==> config.mk <==
export PLATFORM = sky130hd
export DESIGN_NAME = code_fetch_router
export DESIGN_NICKNAME = d
export VERILOG_FILES = /design/src/rtl/fetch_route_pkg.sv /design/src/rtl/fetch_route_ctrl.sv /design/src/rtl/fetch_route_dp.sv /design/src/rtl/code_fetch_router.sv
export SDC_FILE = /design/constraint.sdc
export NUM_CORES = 1
export LEC_CHECK = 0
export CAP_MARGIN = 40
export CELL_PAD_IN_SITES_DETAIL_PLACEMENT = 1
export CELL_PAD_IN_SITES_GLOBAL_PLACEMENT = 1
export CORE_UTILIZATION = 14
export DETAILED_ROUTE_END_ITERATION = 7
export PLACE_DENSITY_LB_ADDON = 0.1
export SYNTH_ARGS = -nofsm -noshare
export SYNTH_HDL_FRONTEND = slang
export SYNTH_HIERARCHICAL = 1
export SYNTH_SLANG_ARGS = --single-unit
==> constraint.sdc <==
create_clock -name clk -period 2 [get_ports clk]
set_input_delay 0.5 -clock clk [delete_from_list [all_inputs] [get_ports clk]]
set_output_delay 0.5 -clock clk [all_outputs]
set_load 0.05 [all_outputs]
==> src/rtl/fetch_route_pkg.sv <==
package fetch_route_pkg;

  // Strobes from control to datapath, one request cycle
  typedef struct packed {
    logic intRd;    // serve from on-chip array
    logic extRd;    // serve from off-chip bus
    logic nopFill;  // answer with the NOP opcode
  } fetch_strb_t;

  typedef enum logic [1:0] {
    SEL_NONE = 2'd0,
    SEL_INT  = 2'd1,
    SEL_EXT  = 2'd2,
    SEL_NOP  = 2'd3
  } resp_sel_e;

endpackage

==> src/rtl/fetch_route_ctrl.sv <==
module fetch_route_ctrl
  import fetch_route_pkg::*;
#(
  parameter int ADDR_W = 16,
  parameter logic [ADDR_W-1:0] INT_LIMIT = 16'hF800
) (
  input  logic              clk,
  input  logic              rstN,
  input  logic              extStrapN,
  input  logic              fetchReq,
  input  logic [ADDR_W-1:0] fetchAddr,
  output fetch_strb_t       strb,
  output logic              extMode
);

  logic extModeQ;
  logic addrInArray;
  logic reqLive;

  // Strap tracked while reset holds; the last reset edge's value sticks
  always_ff @(posedge clk) begin
    if (!rstN) extModeQ <= ~extStrapN;
  end

  assign extMode     = extModeQ;
  assign addrInArray = (fetchAddr < INT_LIMIT);
  assign reqLive     = rstN & fetchReq;

  always_comb begin
    strb         = '0;
    strb.extRd   = reqLive &  extModeQ;
    strb.intRd   = reqLive & ~extModeQ &  addrInArray;
    strb.nopFill = reqLive & ~extModeQ & ~addrInArray;
  end

  // selection frozen once out of reset
  p_mode_held_r2: assert property (@(posedge clk) disable iff (!rstN)
    $past(rstN) |-> $stable(extModeQ));

  // at most one source chosen per request
  p_one_source_r3: assert property (@(posedge clk) disable iff (!rstN)
    $onehot0({strb.intRd, strb.extRd, strb.nopFill}));

  // internal mode never drives the off-chip bus
  p_no_ext_internal_r4: assert property (@(posedge clk) disable iff (!rstN)
    !extModeQ |-> !strb.extRd);

  // external mode sends every request off-chip
  p_ext_only_r5: assert property (@(posedge clk) disable iff (!rstN)
    (extModeQ && fetchReq) |-> (strb.extRd && !strb.intRd && !strb.nopFill));

endmodule

==> src/rtl/fetch_route_dp.sv <==
module fetch_route_dp
  import fetch_route_pkg::*;
#(
  parameter int ADDR_W = 16,
  parameter int DATA_W = 8,
  parameter logic [DATA_W-1:0] NOP_CODE = 8'h00,
  parameter bit GATE_ADDR = 1'b1
) (
  input  logic              clk,
  input  logic              rstN,
  input  fetch_strb_t       strb,
  input  logic [ADDR_W-1:0] fetchAddr,
  output logic              intRdEn,
  output logic [ADDR_W-1:0] intRdAddr,
  input  logic [DATA_W-1:0] intRdData,
  output logic              extRdEn,
  output logic [ADDR_W-1:0] extRdAddr,
  input  logic [DATA_W-1:0] extRdData,
  output logic              fetchValid,
  output logic [DATA_W-1:0] fetchData
);

  resp_sel_e respSel;
  logic      anyStrb;

  assign intRdEn = strb.intRd;
  assign extRdEn = strb.extRd;
  assign anyStrb = strb.intRd | strb.extRd | strb.nopFill;

  generate
    if (GATE_ADDR) begin : g_gated
      // Idle ports see a zero address to cut pad toggling
      assign intRdAddr = strb.intRd ? fetchAddr : '0;
      assign extRdAddr = strb.extRd ? fetchAddr : '0;
    end else begin : g_open
      assign intRdAddr = fetchAddr;
      assign extRdAddr = fetchAddr;
    end
  endgenerate

  always_ff @(posedge clk) begin
    if (!rstN) begin
      respSel <= SEL_NONE;
    end else if (strb.intRd) begin
      respSel <= SEL_INT;
    end else if (strb.extRd) begin
      respSel <= SEL_EXT;
    end else if (strb.nopFill) begin
      respSel <= SEL_NOP;
    end else begin
      respSel <= SEL_NONE;
    end
  end

  assign fetchValid = (respSel != SEL_NONE);

  always_comb begin
    case (respSel)
      SEL_INT: fetchData = intRdData;
      SEL_EXT: fetchData = extRdData;
      default: fetchData = NOP_CODE;
    endcase
  end

  // every accepted request answered next cycle
  p_resp_next_r6: assert property (@(posedge clk) disable iff (!rstN)
    anyStrb |=> fetchValid);

  // window fetches return the NOP opcode
  p_nop_byte_r4: assert property (@(posedge clk) disable iff (!rstN)
    strb.nopFill |=> (fetchData == NOP_CODE));

  // idle cycle gives no response
  p_idle_quiet_r7: assert property (@(posedge clk) disable iff (!rstN)
    !anyStrb |=> !fetchValid);

endmodule

==> src/rtl/code_fetch_router.sv <==
module code_fetch_router
  import fetch_route_pkg::*;
#(
  parameter int ADDR_W = 16,
  parameter int DATA_W = 8,
  parameter logic [ADDR_W-1:0] INT_LIMIT = 16'hF800,
  parameter logic [DATA_W-1:0] NOP_CODE = 8'h00
) (
  input  logic              clk,
  input  logic              rstN,
  input  logic              extStrapN,
  input  logic              fetchReq,
  input  logic [ADDR_W-1:0] fetchAddr,
  output logic              fetchValid,
  output logic [DATA_W-1:0] fetchData,
  output logic              extMode,
  output logic              intRdEn,
  output logic [ADDR_W-1:0] intRdAddr,
  input  logic [DATA_W-1:0] intRdData,
  output logic              extRdEn,
  output logic [ADDR_W-1:0] extRdAddr,
  input  logic [DATA_W-1:0] extRdData
);

  fetch_strb_t strb;

  fetch_route_ctrl #(
    .ADDR_W(ADDR_W),
    .INT_LIMIT(INT_LIMIT)
  ) u_ctrl (
    .clk(clk),
    .rstN(rstN),
    .extStrapN(extStrapN),
    .fetchReq(fetchReq),
    .fetchAddr(fetchAddr),
    .strb(strb),
    .extMode(extMode)
  );

  fetch_route_dp #(
    .ADDR_W(ADDR_W),
    .DATA_W(DATA_W),
    .NOP_CODE(NOP_CODE),
    .GATE_ADDR(1'b1)
  ) u_dp (
    .clk(clk),
    .rstN(rstN),
    .strb(strb),
    .fetchAddr(fetchAddr),
    .intRdEn(intRdEn),
    .intRdAddr(intRdAddr),
    .intRdData(intRdData),
    .extRdEn(extRdEn),
    .extRdAddr(extRdAddr),
    .extRdData(extRdData),
    .fetchValid(fetchValid),
    .fetchData(fetchData)
  );

  // nothing leaves the block while reset holds
  p_reset_quiet_r1: assert property (@(posedge clk)
    !rstN |-> (!intRdEn && !extRdEn));

endmodule

# After elaboration in Yosys (flattened, before gate mapping)
# Index checks and enable logic that the tools add are counted.
dict set report totals {
  in_bits 36
  word_cells 23
  ff_bits 3
  out_inout_bits 44
}
dict set report classes {
  eq_ne 2
  magnitude_cmp 1
  n_reduce_logical 2
  mux 6
  bitwise 9
}
# operator count
set op_table {}
lappend op_table {{$mux 16} 2}
lappend op_table {{$lt 16x16->1 const B} 1}
lappend op_table {{$pmux 8 s2} 1}
lappend op_table {{$and 1x1->1} 5}
lappend op_table {{$mux 2} 2}
lappend op_table {{$not 1->1} 4}
lappend op_table {{$eq 2x1->1 const B} 1}
lappend op_table {{$eq 2x2->1 const B} 1}
lappend op_table {{$reduce_bool 2->1} 1}
lappend op_table {{$reduce_or 2->1} 1}
lappend op_table {{$mux 1} 1}

# Logic depth before layout (Yosys ltp)
dict set report logic_depth {
  ltp_word 6
  depth_mapped 5
  mapped_depth_nobuf 4
}

# By module
# Netlist, hierarchy kept.
# module cells_each n_inst area_per_inst_um2 seq_area_each_um2
set modules_own_cells {}
lappend modules_own_cells {fetch_route_dp 66 1 495.5 40.0}
lappend modules_own_cells {fetch_route_ctrl 9 1 76.3 30.0}

# Least setup slack after synthesis
# OpenSTA, ideal clock, no wires.
dict set report synth_path {
  path_type {reg-to-output}
  startpoint {register u_ctrl.extModeQ, in the netlist u_ctrl/extMode}
  endpoint {output port intRdAddr[10]}
  setup_slack_ns -0.249
  n_path_buf 1
  arrival_time_ns 1.749
  path_stages_with_launch 5
  required_time_ns 1.500
  cell_sequence {edfxtp_1 nand3b_1 o21ba_1 buf_6 and2_1}
}
# item line_no
set synth_lines {}
lappend synth_lines {{from (decl)} fetch_route_ctrl.sv:16} ;# logic extModeQ;
lappend synth_lines {{from (signal assigned)} fetch_route_ctrl.sv:22} ;# if (!rstN) extModeQ <= ~extStrapN;
lappend synth_lines {{to (decl)} code_fetch_router.sv:18} ;# output logic [ADDR_W-1:0] intRdAddr,

# Final worst setup path
dict set report layout_path {
  startpoint {register u_ctrl.extModeQ, in the netlist u_ctrl/extMode}
  endpoint {output port intRdAddr[15]}
}
dict set report layout_between {
  elab_chain_len 4
}
# item line_no
set layout_rtl {}
lappend layout_rtl {{$not 1->1} fetch_route_ctrl.sv:32} ;# strb.intRd = reqLive & ~extModeQ & addrInArray;
lappend layout_rtl {{$and 1x1->1 (2 in series)} fetch_route_ctrl.sv:32}
lappend layout_rtl {{$mux 16} fetch_route_dp.sv:33} ;# assign intRdAddr = strb.intRd ? fetchAddr : '0;
# No other way between the ends.

==> flow_summary_export.csv <==
group,metric,value,unit
status,status,"finished with violations",
status,failed_checks,"negative setup slack",
logic_synthesis,synth.avg_cell_area,7.62,um2
floorplan,start_util,0.151,
final_layout,layout-drive-gt1-share,0.655,
global_routing,antenna_found_initial,0,
detailed_routing,via_count,909,
final_layout,layout.nets,208,
logic_synthesis,yosysSeqAreaShare,0.123,
detailed_routing,drc,0,
timing,clock.fmax,0.482,GHz
critical_path,crit_fanout,5,
floorplan,row_count,22,
logic_synthesis,yosysUniqueCellTypes,20,
timing,finalHoldViolCount,0,
logic_synthesis,synth_most_common_cell,"and2_1",
floorplan,core-area,3800,um2
placement,post-place-ws,-368,ps
critical_path,crit_chain,"nand3b_1 > o21ba_4 > and2_4 > buf_12",
critical_path,crit_arrival,1570,ps
logic_synthesis,synth_simple_gate_area_frac,0.560,
power_and_ir_drop,p_per_area,293,nW/um2
logic_synthesis,synth_compound_area_frac,0.136,
critical_path,r2r_start,"u_ctrl/extMode",
logic_synthesis,yosysTopAreaCell,"and2_2",
critical_path,cp.buffers_inverters,1,
power_and_ir_drop,p_leak,0.851,nW
detailed_routing,wirelength,3.31,mm
logic_synthesis,async_flop_share,0,
min_path,holdPathEnd,"u_dp/respSel[0]",
min_path,min_from,"rstN",
logic_synthesis,synth-xor-area-share,0,
placement,port_buffers,79,
logic_synthesis,synth-edff-count,1,
logic_synthesis,synth_area_leaders,"and2_2 (20%), and2_1 (19%), a22oi_1 (11%), nor2b_1 (9.8%), dfxtp_1 (7.0%)",
logic_synthesis,synth_nets,114,
critical_path,r2r_cells,6,
timing,slew_headroom,0.808,
global_routing,grt.total_usage,0.155,
critical_path,reg2reg_to,"u_dp/respSel[0]",
final_layout,n_fill_cell,386,
floorplan,ios,80,
clock_tree,cts.clk_slew.worst_paths,30,ps
global_routing,grt_pass1_vias,1016,
final_layout,n_antenna_cell,0,
critical_path,cp_top_family,"simple AND/OR/NAND/NOR gates",
clock_tree,root_buffer,"clkbuf_8",
detailed_routing,ant_nets,0,
detailed_routing,wl_per_cell,15.3,um
timing,worst_slew_pin_slew,287,ps
critical_path,cp-start-kind,"flop",
timing,timing.final.crit_share,1.04,
critical_path,reg2reg_slack,400,ps
placement,gp_congestion,0.643,
logic_synthesis,synth_ff_type,"dfxtp_1",
critical_path,critical_path.slowest_cell,"edfxtp_1",
min_path,whs_path_depth,3,
global_routing,grt_start_max_net_pins,20,
logic_synthesis,yosysWarnings,6,
timing,hold-worst-slack,723,ps
floorplan,fp.dieH,65.9,um
logic_synthesis,synth_top_family_by_area,"simple AND/OR/NAND/NOR gates",
timing,maxSlewViolCount,0,
placement,hpwl,2.45,mm
detailed_routing,first_pass_iters,4,
timing,setup-tns-final,-976,ps
global_routing,grt_pass1_wl,5.04,mm
critical_path,worstSetupPathType,"reg2out",
min_path,min-delay-path-class,"in2reg",
clock_tree,numCtsBuffers,3,
global_routing,grt_overflow,0,
detailed_routing,vias_per_cell,4.21,
flow_run,cap_violations,0,
floorplan,die_x,65.9,um
clock_tree,h-tree-depth,1,
timing,worst_slack,-73.3,ps
logic_synthesis,synthAdderAreaFrac,0.0656,
clock_tree,cts_num_sinks,3,
floorplan,die_area,4340,um2
timing,clock_skew,0.503,ps
timing,setup_violations,16,
timing,finalCriticalPeriod,2070,ps
logic_synthesis,synth_cells,75,
clock_tree,cts_tree,"yes",
clock_tree,clk_latency,210,ps
logic_synthesis,muxShareOfSynthArea,0,
timing,rsz0062_at_grt,"yes",
logic_synthesis,synthTopCellsByCount,"and2_1 (17), and2_2 (15), nor2b_1 (9)",
clock_tree,cts_max_path_buffers,2,
critical_path,cpPeakStageDelay,390,ps
critical_path,cp.required,1500,ps
critical_path,crit_path_end_kind,"primary output",
final_layout,syn2layout_area_growth,270,%
logic_synthesis,synth.top_cell.area_share,0.197,
detailed_routing,drt_iter0_markers,13,
logic_synthesis,syn-cell-area,572,um2
power_and_ir_drop,ir_drop,122,uV
logic_synthesis,synth_seq_cells,3,
power_and_ir_drop,finalPower,0.620,mW
==> metrics by stage <==
stage          cells  area (um2)  utilization
6_report         216        2110        0.556
5_1_grt          216        2110        0.556
4_1_cts          214        2050        0.540
3_5_place_dp     203        1900        0.501
3_3_place_gp     203        1900        0.501
2_1_floorplan     75         608            -
==> layer usage <==
layer | GRT usage | routed length (um)
met5 | 0 | 0
met4 | 0.0408 | 15
met3 | 0.0655 | 341
met2 | 0.293 | 1800
met1 | 0.151 | 1150
==> cell type report <==
cell class,instances,area [um2],area share
Multi-Input combinational cell,64,574,0.272
Tap cell,48,60.1,0.0284
Inverter,5,18.8,0.00888
Sequential cell,3,70.1,0.0332
Timing Repair Buffer,92,1350,0.636
Clock buffer,4,45.0,0.0213
==> flip-flops by register name, indices dropped and copies added (netlist names) <==
| signal | cells |
|---|---|
| u_ctrl/extMode | 1 |
| u_dp/respSel | 2 |
==> how the worst max path moves through the flow <==
stage                         startpoint       endpoint  slack [ps]  depth (start not counted)
after floorplan           u_ctrl/extMode   extRdAddr[7]           5                          3
after global placement              rstN   intRdAddr[7]        -320                          5
after detailed placement            rstN   intRdAddr[2]        -370                          5
after CTS                 u_ctrl/extMode   intRdAddr[2]         -20                          4
after global routing      u_ctrl/extMode   intRdAddr[1]        -120                          4
final                     u_ctrl/extMode  intRdAddr[15]         -70                          4
==> cells by family (layout without fill, tap and decap cells) <==
family	count (synthesis)	after routing
AND/OR/NAND/NOR	48	48
flip-flops	3	3
adder cells (fa/ha/maj)	3	3
buffers and inverters	11	101
AO/OA/AOI/OAI	10	13
==> cell usage in the layout, fill, tap and decap left out, types with 2 or more instances in the layout <==
| master | n |
|---|---|
| buf_12 | 44 |
| clkdlybuf4s50_1 | 28 |
| and2_4 | 16 |
| and2_2 | 15 |
| buf_4 | 11 |
| a22oi_1 | 8 |
| nor2b_2 | 8 |
| dlygate4sd2_1 | 5 |
| inv_1 | 5 |
| o21ba_4 | 4 |
| clkbuf_8 | 3 |
| ha_2 | 2 |
| dfxtp_1 | 2 |
==> timing repair <==
item,4_1_cts,5_1_grt
endpoints found under the setup margin,40,35
resized for setup,25,11
hold buffers,0,0
cloned,3,1
pin swaps,11,0
buffers inserted,4,1
==> power breakdown <==
part / total (mW) / internal (mW) / leakage, nW / switching (mW)
Clock: 0.176 / 0.136 / 0.0228 / 0.0398
Combinational: 0.376 / 0.206 / 0.802 / 0.170
Sequential: 0.0685 / 0.0667 / 0.0261 / 0.00181
Total: 0.620 / 0.408 / 0.851 / 0.212
==> worst reg2reg max path, stage by stage, from the launching register on <==
cell and delay (ps):
edfxtp_1 390, nand3b_1 320, buf_4 220, buf_4 120, nor3_1 210, nor2b_1 170, o21a_1 110
(Power assumes the default switching activity.)
